File: src/rtl/fei_pkg.sv
package fei_pkg;
    localparam int REG_W  = 4;
    localparam int ST_W   = 2;
    localparam int ST_INT = 0;
    localparam int ST_ERR = 1;
    localparam int EN_CRC = 0;
    localparam int EN_IOC = 2;
    localparam int EN_SPD = 3;

    typedef struct packed {
        logic ioc;
        logic err;
        logic spd;
    } fei_ev_t;
endpackage

File: src/rtl/fei_pending.sv
module fei_pending
    import fei_pkg::*;
(
    input  logic    clk,
    input  logic    rst_n,
    input  fei_ev_t ev_in,
    input  logic    frame_end,
    output fei_ev_t pend
);
    typedef struct packed {
        fei_ev_t pend;
    } state_t;

    state_t s_d, s_q;

    always_comb begin
        s_d = s_q;
        if (frame_end) begin
            // shadow is handed over; same-cycle events start the next frame
            s_d.pend = ev_in;
        end else begin
            s_d.pend = s_q.pend | ev_in;
        end
    end

    always_ff @(posedge clk or negedge rst_n) begin
        if (!rst_n) s_q <= '0;
        else        s_q <= s_d;
    end

    assign pend = s_q.pend;

    // after a frame end the shadow holds only the events of that cycle
    assert_defer_next_R7: assert property (@(posedge clk) disable iff (!rst_n)
        frame_end |=> (pend == $past(ev_in)));
endmodule

File: src/rtl/fei_status.sv
module fei_status
    import fei_pkg::*;
(
    input  logic             clk,
    input  logic             rst_n,
    input  fei_ev_t          post,
    input  logic             post_vld,
    input  logic             clr_wr,
    input  logic             en_wr,
    input  logic [REG_W-1:0] wdata,
    output logic [ST_W-1:0]  status,
    output logic [REG_W-1:0] enables,
    output logic             irq
);
    typedef struct packed {
        logic [ST_W-1:0] st;
        fei_ev_t         cause;
        logic            crc_en;
        logic            ioc_en;
        logic            spd_en;
    } state_t;

    state_t s_d, s_q;

    always_comb begin
        s_d = s_q;
        if (en_wr) begin
            s_d.crc_en = wdata[EN_CRC];
            s_d.ioc_en = wdata[EN_IOC];
            s_d.spd_en = wdata[EN_SPD];
        end
        if (clr_wr) begin
            if (wdata[ST_INT]) begin
                s_d.st[ST_INT]  = 1'b0;
                s_d.cause.ioc   = 1'b0;
                s_d.cause.spd   = 1'b0;
            end
            if (wdata[ST_ERR]) begin
                s_d.st[ST_ERR]  = 1'b0;
                s_d.cause.err   = 1'b0;
            end
        end
        // a post applied after the clear so it wins on collision
        if (post_vld) begin
            if (post.ioc || post.err || post.spd) s_d.st[ST_INT] = 1'b1;
            if (post.err)                         s_d.st[ST_ERR] = 1'b1;
            s_d.cause = s_d.cause | post;
        end
    end

    always_ff @(posedge clk or negedge rst_n) begin
        if (!rst_n) s_q <= '0;
        else        s_q <= s_d;
    end

    assign status  = s_q.st;
    assign enables = {s_q.spd_en, s_q.ioc_en, 1'b0, s_q.crc_en};
    assign irq     = (s_q.cause.err & s_q.crc_en) |
                     (s_q.cause.ioc & s_q.ioc_en) |
                     (s_q.cause.spd & s_q.spd_en);

    assert_no_early_post_R1: assert property (@(posedge clk) disable iff (!rst_n)
        !post_vld |=> ((status & ~$past(status)) == '0));

    assert_err_sets_both_R3: assert property (@(posedge clk) disable iff (!rst_n)
        (post_vld && post.err) |=> (status == 2'b11));

    assert_post_wins_R9: assert property (@(posedge clk) disable iff (!rst_n)
        (post_vld && (post.ioc || post.spd)) |=> status[ST_INT]);

    assert_sticky_R8: assert property (@(posedge clk) disable iff (!rst_n)
        (status[ST_INT] && !clr_wr) |=> status[ST_INT]);

    assert_irq_has_status_R6: assert property (@(posedge clk) disable iff (!rst_n)
        irq |-> (status != '0));
endmodule

File: src/rtl/fei_top.sv
module fei_top
    import fei_pkg::*;
(
    input  logic             clk,
    input  logic             rst_n,
    input  logic             ev_ioc,
    input  logic             ev_err,
    input  logic             ev_spd,
    input  logic             frame_end,
    input  logic             reg_sel,
    input  logic             reg_wr,
    input  logic [REG_W-1:0] reg_wdata,
    output logic [REG_W-1:0] reg_rdata,
    output logic             irq
);
    fei_ev_t          ev_in;
    fei_ev_t          pend;
    logic [ST_W-1:0]  status;
    logic [REG_W-1:0] enables;

    assign ev_in = '{ioc: ev_ioc, err: ev_err, spd: ev_spd};

    fei_pending i_pending (
        .clk       (clk),
        .rst_n     (rst_n),
        .ev_in     (ev_in),
        .frame_end (frame_end),
        .pend      (pend)
    );

    fei_status i_status (
        .clk      (clk),
        .rst_n    (rst_n),
        .post     (pend),
        .post_vld (frame_end),
        .clr_wr   (reg_wr && !reg_sel),
        .en_wr    (reg_wr && reg_sel),
        .wdata    (reg_wdata),
        .status   (status),
        .enables  (enables),
        .irq      (irq)
    );

    always_comb begin
        if (reg_sel) reg_rdata = enables;
        else         reg_rdata = {{(REG_W-ST_W){1'b0}}, status};
    end

    // enable bit 1 never reads back as set
    assert_en_gap_R5: assert property (@(posedge clk) disable iff (!rst_n)
        reg_sel |-> !reg_rdata[1]);
endmodule

File: config.mk
export PLATFORM = sky130hd
export DESIGN_NAME = fei_top
export DESIGN_NICKNAME = d
export VERILOG_FILES = /design/src/rtl/fei_pkg.sv /design/src/rtl/fei_pending.sv /design/src/rtl/fei_status.sv /design/src/rtl/fei_top.sv
export SDC_FILE = /design/constraint.sdc
export NUM_CORES = 1
export LEC_CHECK = 0
export BUFFER_PORTS_ARGS = -buffer_cell sky130_fd_sc_hd__buf_2
export CAP_MARGIN = 10
export CORE_AREA = 2 2 39 41
export DETAILED_ROUTE_END_ITERATION = 10
export DIE_AREA = 0 0 41 43
export PLACE_DENSITY = 0.7
export SLEW_MARGIN = 20
export SYNTH_ARGS = -nofsm -noshare
export SYNTH_HDL_FRONTEND = slang
export SYNTH_HIERARCHICAL = 1
export SYNTH_SLANG_ARGS = --single-unit
File: constraint.sdc
create_clock -name clk -period 1.1 [get_ports clk]
set_clock_uncertainty 0.1 [all_clocks]
set_input_delay 0.22 -clock clk [delete_from_list [all_inputs] [get_ports clk]]
set_output_delay 0.22 -clock clk [all_outputs]
set_load 0.01 [all_outputs]
==> impl_metrics.py, run 1 <==
metrics = {
    "synth": {
        "avgSynthCellArea_um2": 12.5,
        "synth.distinct_cells": 13,
        "synth_xor_area_frac": 0,
        "synth_nets": 53,
        "synth_adder_area_share": 0,
        "yosys-mux-area-fraction": 0.110,
        "synth_compound_area_frac": 0.152,
        "ys_ff_latch": 11,
        "ys_warn_count": 6,
        "synth_cells": 41,
        "synth_top_family_by_area": "compound AO/OA/AOI/OAI gates",
        "synth-simple-area-share": 0.0882,
        "syn_area_um2": 510,
        "yosysSeqAreaShare": 0.539,
    },
    "sta": {
        "slew_viol_final": 0,
        "max_freq_ghz": 0.669,
        "setup_viol": 6,
        "period_needed_ns": 1.49,
        "rsz0062_at_grt": "true",
        "min_period_over_period": 1.36,
        "setup_ws_ns": -0.395,
        "hold_viol": 0,
    },
    "setup_path": {
        "cp_slowest_cell": "dfrtp_1",
        "worst-r2r-setup-slack_ns": -0.02,
        "cp_max_fo": 2,
        "rr_worst_depth": 2,
        "crit_path_max_incr_delay_ns": 0.38,
        "timing.rr.start": "i_pending/pend[2]$_DFF_PN0_",
        "cp_cell_sequence": "a222oi_1, inv_1, buf_2",
        "crit_arrival_ns": 1.17,
        "r2r-end": "i_status/status[0]$_DFF_PN0_",
        "crit_end": "irq",
        "path_class": "reg2out",
        "cp_data_required_time_ns": 0.78,
        "worstSetupStartpointType": "flop",
        "cp-startpoint": "i_status/s_q[4]$_DFF_PN0_",
        "crit_path_end_kind": "output pin",
    },
    "global_routing": {
        "grt_use_met1": 0.140,
        "grt_use_total": 0.138,
        "grt_max_degree": 12,
        "grt.met3_usage": 0.0314,
        "busiest_layer": "met2",
        "grt_pass1_vias": 425,
        "antenna_found_initial": 0,
        "grt_use_met2": 0.228,
        "grt_pass1_wl_um": 1590,
        "grt_overflow_total": 0,
    },
    "floorplan": {
        "design.die.area_mm2": 0.00176,
        "initial_utilization": 0.369,
        "die_h_um": 43,
        "ios": 17,
        "fp.coreArea_mm2": 0.00138,
        "dieWidth_um": 41,
        "row_count": 14,
    },
    "layout": {
        "num_antenna_cells": 0,
        "syn2layout_area_growth_pct": 42.4,
        "final_cell_area_um2": 727,
        "nets": 81,
        "stdcell_count": 84,
        "layout-drive-gt1-share": 0.603,
    },
    "hold_path": {
        "hold_path_class": "in2reg",
    },
    "placement": {
        "placed_cells": 75,
        "placed_area_um2": 626,
        "port_buffers": 16,
        "gp_congestion": 0.729,
    },
    "clock_network": {
        "cts_buffers": 3,
        "cts_sinks": 11,
        "clockRootBuffer": "clkbuf_4",
        "clock_path_buffers": 2,
        "path_clk_slew_ns": 0.06,
        "worst_skew_pair.late_latency_ns": 0.26,
        "cts_tree": "built",
        "cts_max_level": 1,
    },
    "job": {
        "max_cap_viol_count": 0,
    },
    "detailed_routing": {
        "drt_iter0_markers": 4,
        "routedWlPerCell_um": 10.8,
        "routed-via-count": 375,
        "via_per_inst": 4.46,
        "ant_nets": 0,
        "drc_errors": 0,
        "first_pass_iters": 4,
        "routed_wl_um": 906,
    },
    "power_and_ir_drop": {
        "vdd_drop_max_mv": 0.707,
        "p_per_area_mw_per_mm2": 1330,
        "p_leak_nw": 0.360,
    },
    "run_status": {
        "status": "complete, but fails checks",
        "violations": "setup timing",
    },
}
[sequential cells by signal (all words and copies together), names as in the netlist]
signal / cells
i_status/status: 2
i_status/s_q: 3
i_pending/pend: 3
i_status/enables: 3
[metal layers]
metal | part of all wire | vias up
met1 | 0.42 | 172
met4 | 0.0088 | 0
met2 | 0.53 | 12
met3 | 0.041 | 2
li1 | - | 189
met5 | 0 | -
[kinds of logic (layout without fill, tap and decap cells)]
logic type / count (synthesis) / after routing
flip-flops: 11 / 11
AO/OA/AOI/OAI: 9 / 9
buffers and inverters: 8 / 35
AND/OR/NAND/NOR: 7 / 7
multiplexers: 5 / 5
other: 1 / 1
[what timing repair did]
item                                   in CTS  in global routing
setup endpoints to repair                   6                  6
endpoints found under the hold margin      11                  0
hold buffers                                1                  0
pin swaps                                   1                  2
cloned                                      0                  0
gates resized for setup                     8                  1
setup buffers                               3                  2
[area by class of cell]
| class | instances | area [um2] |
|---|---|---|
| timing repair buffer | 29 | 209 |
| sequential | 11 | 275 |
| tap | 16 | 20.0 |
| clock buffer | 4 | 26.3 |
| multi-input combinational | 22 | 189 |
| inverter | 2 | 7.51 |
| fill | 133 | 657 |
[critical path: cells and delay by family, from the launching register on]
| kind | cells | cell delay, ns |
|---|---|---|
| buffers and inverters | 2 | 0.20 |
| AOI/OAI and AO/OA | 1 | 0.34 |
| DFF | 1 | 0.38 |
[worst min path at each step]
stage	startpoint	cells after the start	end
6_report	ev_ioc	2	i_pending/pend[2]$_DFF_PN0_
4_1_cts	ev_ioc	2	i_pending/pend[2]$_DFF_PN0_
3_3_place_gp	rst_n	1	i_status/s_q[5]$_DFF_PN0_
2_1_floorplan	rst_n	0	i_pending/pend[0]$_DFF_PN0_
5_1_grt	ev_spd	2	i_pending/pend[0]$_DFF_PN0_
3_5_place_dp	rst_n	1	i_status/s_q[5]$_DFF_PN0_
[synth_stat cells (all sizes together)]
cell    instances  area share
a21o            3       0.044
a222oi          1       0.020
a22o            5       0.088
and2            3       0.044
and2b           1       0.017
buf             6       0.088
conb            1      0.0073
dfrtp          11        0.54
inv             2       0.015
mux2            5        0.11
nand2           2       0.015
or3             1       0.012
[where the power goes]
| part | switching [mW] | internal (mW) |
|---|---|---|
| clock network | 0.118 | 0.140 |
| registers | 0.0242 | 0.445 |
| logic | 0.0816 | 0.159 |
[per-stage QoR]
| stage | utilization | setup slack, ns | setup TNS [ns] | total power [mW] | hold WS (ns) |
|---|---|---|---|---|---|
| detailed placement | 0.452 | -0.148 | -0.246 | 0.663 | -0.00239 |
| global route | 0.525 | -0.448 | -1.65 | 1.03 | 0.0186 |
| finish | 0.525 | -0.395 | -1.39 | 0.969 | 0.0348 |
| CTS | 0.520 | -0.426 | -1.49 | 0.985 | 0.0240 |
| floorplan | - | -0.00692 | -0.00692 | 0.587 | -0.176 |
| global placement | 0.452 | -0.106 | -0.205 | 0.656 | -0.00730 |
[cells in the final DEF (no fill, tap or decap)]
master         netlist  layout
buf_2                0      12
dfrtp_1             11      11
buf_4                6      11
buf_6                0       5
mux2_2               5       4
a22o_1               4       4
clkbuf_4             0       3
a21o_1               3       3
and2_4               0       2
inv_1                2       2
nand2_1              2       2
mux2_4               0       1
and2b_2              1       1
and2_2               3       1
clkbuf_1             0       1
dlygate4sd3_1        0       1
or3_1                1       1
a22o_2               1       1
a222oi_1             1       1
conb_1               1       1
Power figures use the tool's default switching activity.
==> inputs of run 2 (changes only) <==
==> constraint.sdc (replaced) <==
create_clock -name clk -period 1.1 [get_ports clk]
set_clock_uncertainty 0.1 [all_clocks]
set_input_delay 0.055 -clock clk [delete_from_list [all_inputs] [get_ports clk]]
set_output_delay 0.055 -clock clk [all_outputs]
set_load 0.01 [all_outputs]
==> impl_metrics.py, run 2 (synthesized netlist as in run 1, its figures left out) <==
metrics = {
    "job": {
        "max_cap_viol_count": 0,
    },
    "floorplan": {
        "row_count": 14,
        "fp.coreArea_mm2": 0.00138,
        "die_h_um": 43,
        "initial_utilization": 0.369,
        "dieWidth_um": 41,
        "design.die.area_mm2": 0.00176,
        "ios": 17,
    },
    "global_routing": {
        "antenna_found_initial": 0,
        "grt_use_total": 0.154,
        "grt_pass1_vias": 408,
        "grt_overflow_total": 0,
        "grt_max_degree": 12,
        "grt_pass1_wl_um": 1700,
    },
    "layout": {
        "layout_common_cells": "12 x buf_2, 11 x dfrtp_1, 8 x dlygate4sd3_1",
        "num_antenna_cells": 0,
        "postLayoutCoreUtil": 0.549,
        "stdcell_count": 86,
        "nets": 83,
        "layout-drive-gt1-share": 0.514,
        "syn2layout_area_growth_pct": 48.8,
        "final_common_cell": "buf_2",
    },
    "detailed_routing": {
        "drt_iter0_markers": 8,
        "ant_nets": 0,
        "routed-via-count": 407,
        "first_pass_iters": 4,
        "via_per_inst": 4.73,
        "routedWlPerCell_um": 12.1,
        "drc_errors": 0,
        "routed_wl_um": 1040,
    },
    "power_and_ir_drop": {
        "p_per_area_mw_per_mm2": 1270,
        "vdd_drop_max_mv": 0.947,
        "power_uw": 967,
        "p_leak_nw": 0.366,
    },
    "sta": {
        "period_needed_ns": 1.33,
        "hold_viol": 0,
        "slew_viol_final": 0,
        "setup_viol": 4,
        "fin_hold_ws_ns": 0.0326,
        "setup_ws_ns": -0.235,
        "min_period_over_period": 1.21,
        "rsz0062_at_grt": "true",
        "max_freq_ghz": 0.749,
    },
    "clock_network": {
        "path_clk_slew_ns": 0.06,
        "cts_buffers": 3,
        "cts_max_level": 1,
        "cts_tree": "built",
        "clockRootBuffer": "clkbuf_4",
        "cts_sinks": 11,
        "clock_path_buffers": 2,
        "worst_skew_pair.late_latency_ns": 0.26,
    },
    "setup_path": {
        "worst-r2r-setup-slack_ns": -0.02,
        "cp_data_required_time_ns": 0.94,
        "worstSetupStartpointType": "flop",
        "cp_max_fo": 3,
        "path_class": "reg2out",
        "crit_arrival_ns": 1.18,
        "crit_path_end_kind": "output pin",
    },
    "hold_path": {
        "hold_path_class": "in2reg",
    },
    "run_status": {
        "status": "complete, but fails checks",
        "violations": "setup timing",
    },
    "placement": {
        "gp_congestion": 0.735,
        "port_buffers": 16,
        "pre_cts_ws_ns": -0.0215,
        "dpl.hpwl_um": 674,
        "placed_cells": 70,
    },
}
run 2: cell count changes in the layout (fill, tap and decap cells not counted):
cell and change:
dlygate4sd3_1 +7, buf_4 -5
run 2: through the flow:
| stage | setup TNS (ns) | cell area [um2] |
|---|---|---|
| after floorplan | -0.00692 | 510 |
| after global placement | 0 | 588 |
| after detailed placement | -0.0215 | 588 |
| after CTS | -0.484 | 741 |
| after global routing | -0.754 | 759 |
| final | -0.549 | 759 |
run 2: final cells by class:
cell class | instances | area [um2]
Fill cell | 129 | 624
Sequential cell | 11 | 275
Timing Repair Buffer | 31 | 241
Multi-Input combinational cell | 22 | 189
Clock buffer | 4 | 26.3
Tap cell | 16 | 20.0
Inverter | 2 | 7.51
run 2: report_power, final:
group          internal (mW)  switching, mW  total [mW]
registers              0.445         0.0268       0.472
logic                  0.154         0.0783       0.232
clock network          0.140          0.123       0.263
run 2: worst paths after layout:
path,startpoint,end,depth (start not counted)
worst min-delay path,reg_wdata[1],i_status/status[1]$_DFF_PN0_,3
min in group asynchronous,rst_n,i_status/s_q[3]$_DFF_PN0_,2
worst min register to register,i_status/s_q[5]$_DFF_PN0_,i_status/s_q[5]$_DFF_PN0_,1
worst max register to register,i_pending/pend[1]$_DFF_PN0_,i_status/status[0]$_DFF_PN0_,2
worst max-delay path,i_status/enables[0]$_DFFE_PN0P_,irq,3
max in group asynchronous,rst_n,i_pending/pend[1]$_DFF_PN0_,2
run 2: repair_timing:
| action | in CTS | in global routing |
|---|---|---|
| cloned | 0 | 0 |
| hold endpoints to repair | 18 | 0 |
| buffers inserted | 2 | 2 |
| resized for setup | 7 | 1 |
| hold buffers | 8 | 0 |
| pin swaps | 2 | 2 |
| setup endpoints to repair | 6 | 6 |
run 2: worst max-delay path: stages, from the launching register on:
cell and delay [ns]:
dfrtp_1 0.40, a222oi_1 0.32, inv_1 0.06, buf_2 0.14
run 2: metal layers:
| metal | global-route usage | share of wire | up-vias |
|---|---|---|---|
| li1 | - | - | 195 |
| met1 | 0.170 | 0.42 | 195 |
| met2 | 0.250 | 0.53 | 15 |
| met3 | 0.0314 | 0.043 | 2 |
| met4 | 0.100 | 0.012 | 0 |
| met5 | 0 | 0 | - |
==> inputs of run 3 (changes only) <==
- SKIP_LAST_GASP: unset -> 1
==> impl_metrics.py, run 3 (synthesized netlist as in run 1, its figures left out) <==
metrics = {
    "run_status": {
        "status": "complete, but fails checks",
        "violations": "setup timing",
    },
    "setup_path": {
        "cp_data_required_time_ns": 0.94,
        "cp_cell_sequence": "a222oi_1, inv_1, buf_2",
        "cp_max_fo": 3,
        "path_class": "reg2out",
        "crit_arrival_ns": 1.18,
        "crit_path_end_kind": "output pin",
        "crit_buf_inv": 2,
        "cp_slowest_cell": "dfrtp_1",
        "worstSetupStartpointType": "flop",
        "worst-r2r-setup-slack_ns": -0.02,
        "cp_top_family": "flip-flops",
        "crit_path_max_incr_delay_ns": 0.40,
    },
    "global_routing": {
        "grt_max_degree": 12,
        "grt_use_total": 0.152,
        "antenna_found_initial": 0,
        "grt_pass1_wl_um": 1680,
        "grt_overflow_total": 0,
        "grt_pass1_vias": 398,
    },
    "layout": {
        "fillers": 129,
        "layout-drive-gt1-share": 0.514,
        "num_antenna_cells": 0,
        "syn2layout_area_growth_pct": 48.8,
        "stdcell_count": 86,
        "register_area_um2": 275,
        "final_common_cell": "buf_2",
        "final_cell_area_um2": 759,
        "nets": 83,
        "layout_common_cells": "12 x buf_2, 11 x dfrtp_1, 8 x dlygate4sd3_1",
        "multi_input_area_um2": 189,
    },
    "detailed_routing": {
        "via_per_inst": 4.73,
        "drt_iter0_markers": 8,
        "routedWlPerCell_um": 12.1,
        "drc_errors": 0,
        "ant_nets": 0,
        "routed_wl_um": 1040,
        "first_pass_iters": 4,
        "routed-via-count": 407,
    },
    "sta": {
        "setup_viol": 4,
        "max_freq_ghz": 0.748,
        "setup_ws_ns": -0.237,
        "rsz0062_at_grt": "true",
        "hold_viol": 0,
        "min_period_over_period": 1.22,
        "period_needed_ns": 1.34,
        "slew_viol_final": 0,
    },
    "hold_path": {
        "hold_path_class": "in2reg",
    },
    "placement": {
        "placed_cells": 70,
        "dpl.hpwl_um": 674,
        "gp_congestion": 0.735,
        "port_buffers": 16,
        "placed_area_um2": 588,
    },
    "power_and_ir_drop": {
        "p_per_area_mw_per_mm2": 1270,
        "power.internal_uw": 740,
        "switching_share": 0.235,
        "vdd_drop_max_mv": 0.947,
        "seqPwrFrac": 0.488,
        "power_frac_comb": 0.240,
        "p_leak_nw": 0.366,
        "power_switching_uw": 227,
        "clkPwrFrac": 0.271,
    },
    "job": {
        "max_cap_viol_count": 0,
    },
    "floorplan": {
        "initial_utilization": 0.369,
        "die_h_um": 43,
        "dieWidth_um": 41,
        "row_count": 14,
        "ios": 17,
        "design.die.area_mm2": 0.00176,
        "fp.coreArea_mm2": 0.00138,
    },
    "clock_network": {
        "path_clk_slew_ns": 0.06,
        "cts_max_level": 1,
        "worst_skew_pair.late_latency_ns": 0.26,
        "clock_path_buffers": 2,
        "cts_tree": "built",
        "cts_buffers": 3,
        "clockRootBuffer": "clkbuf_4",
        "cts_sinks": 11,
    },
}
run 3: path summary, 6_finish.rpt:
kind | from | endpoint | depth (start not counted)
worst max-delay path | i_status/enables[0]$_DFFE_PN0P_ | irq | 3
worst min-delay path | reg_wdata[1] | i_status/s_q[4]$_DFF_PN0_ | 3
worst max register to register | i_pending/pend[1]$_DFF_PN0_ | i_status/status[0]$_DFF_PN0_ | 2
worst min register to register | i_status/s_q[5]$_DFF_PN0_ | i_status/s_q[5]$_DFF_PN0_ | 1
max in group asynchronous | rst_n | i_pending/pend[1]$_DFF_PN0_ | 2
min in group asynchronous | rst_n | i_status/s_q[3]$_DFF_PN0_ | 2
run 3: cell type report:
type | instances | share of cell area
clock buffer | 4 | 0.0346
inverter | 2 | 0.00988
multi-input combinational | 22 | 0.249
sequential | 11 | 0.362
tap | 16 | 0.0264
timing repair buffer | 31 | 0.318
run 3: per-stage QoR:
stage	utilization	power (mW)	hold WS (ns)	setup slack [ns]	setup TNS, ns
final	0.549	0.967	0.0334	-0.237	-0.550
after global routing	0.549	1.03	0.0305	-0.304	-0.768
after CTS	0.530	0.960	0.0159	-0.253	-0.522
after detailed placement	0.425	0.635	-0.164	-0.0215	-0.0215
after global placement	0.425	0.629	-0.169	0.00442	0
after floorplan	-	0.587	-0.341	-0.00692	-0.00692
run 3: worst min-delay path: stages:
cell and delay, ns:
buf_2 0.10, nand2_1 0.08, a22o_1 0.12
run 3: timing repair:
action	CTS	global route
setup endpoints to repair	6	6
hold endpoints to repair	18	0
pin swaps	1	2
gates resized for setup	5	3
hold buffers	8	0
buffers inserted	2	2
run 3: layer usage:
metal,part of all wire,track usage
met2,0.53,0.244
met1,0.41,0.170
met4,0.012,0.100
met5,0,0
met3,0.043,0.0314
run 3: power by group through the flow:
stage / sequential, mW / combinational (mW) / clock [mW]
4_1_cts: 0.472 / 0.210 / 0.278
5_1_grt: 0.478 / 0.255 / 0.297
3_5_place_dp: 0.480 / 0.155 / 0
6_report: 0.472 / 0.232 / 0.262
2_1_floorplan: 0.473 / 0.114 / 0
3_3_place_gp: 0.477 / 0.152 / 0
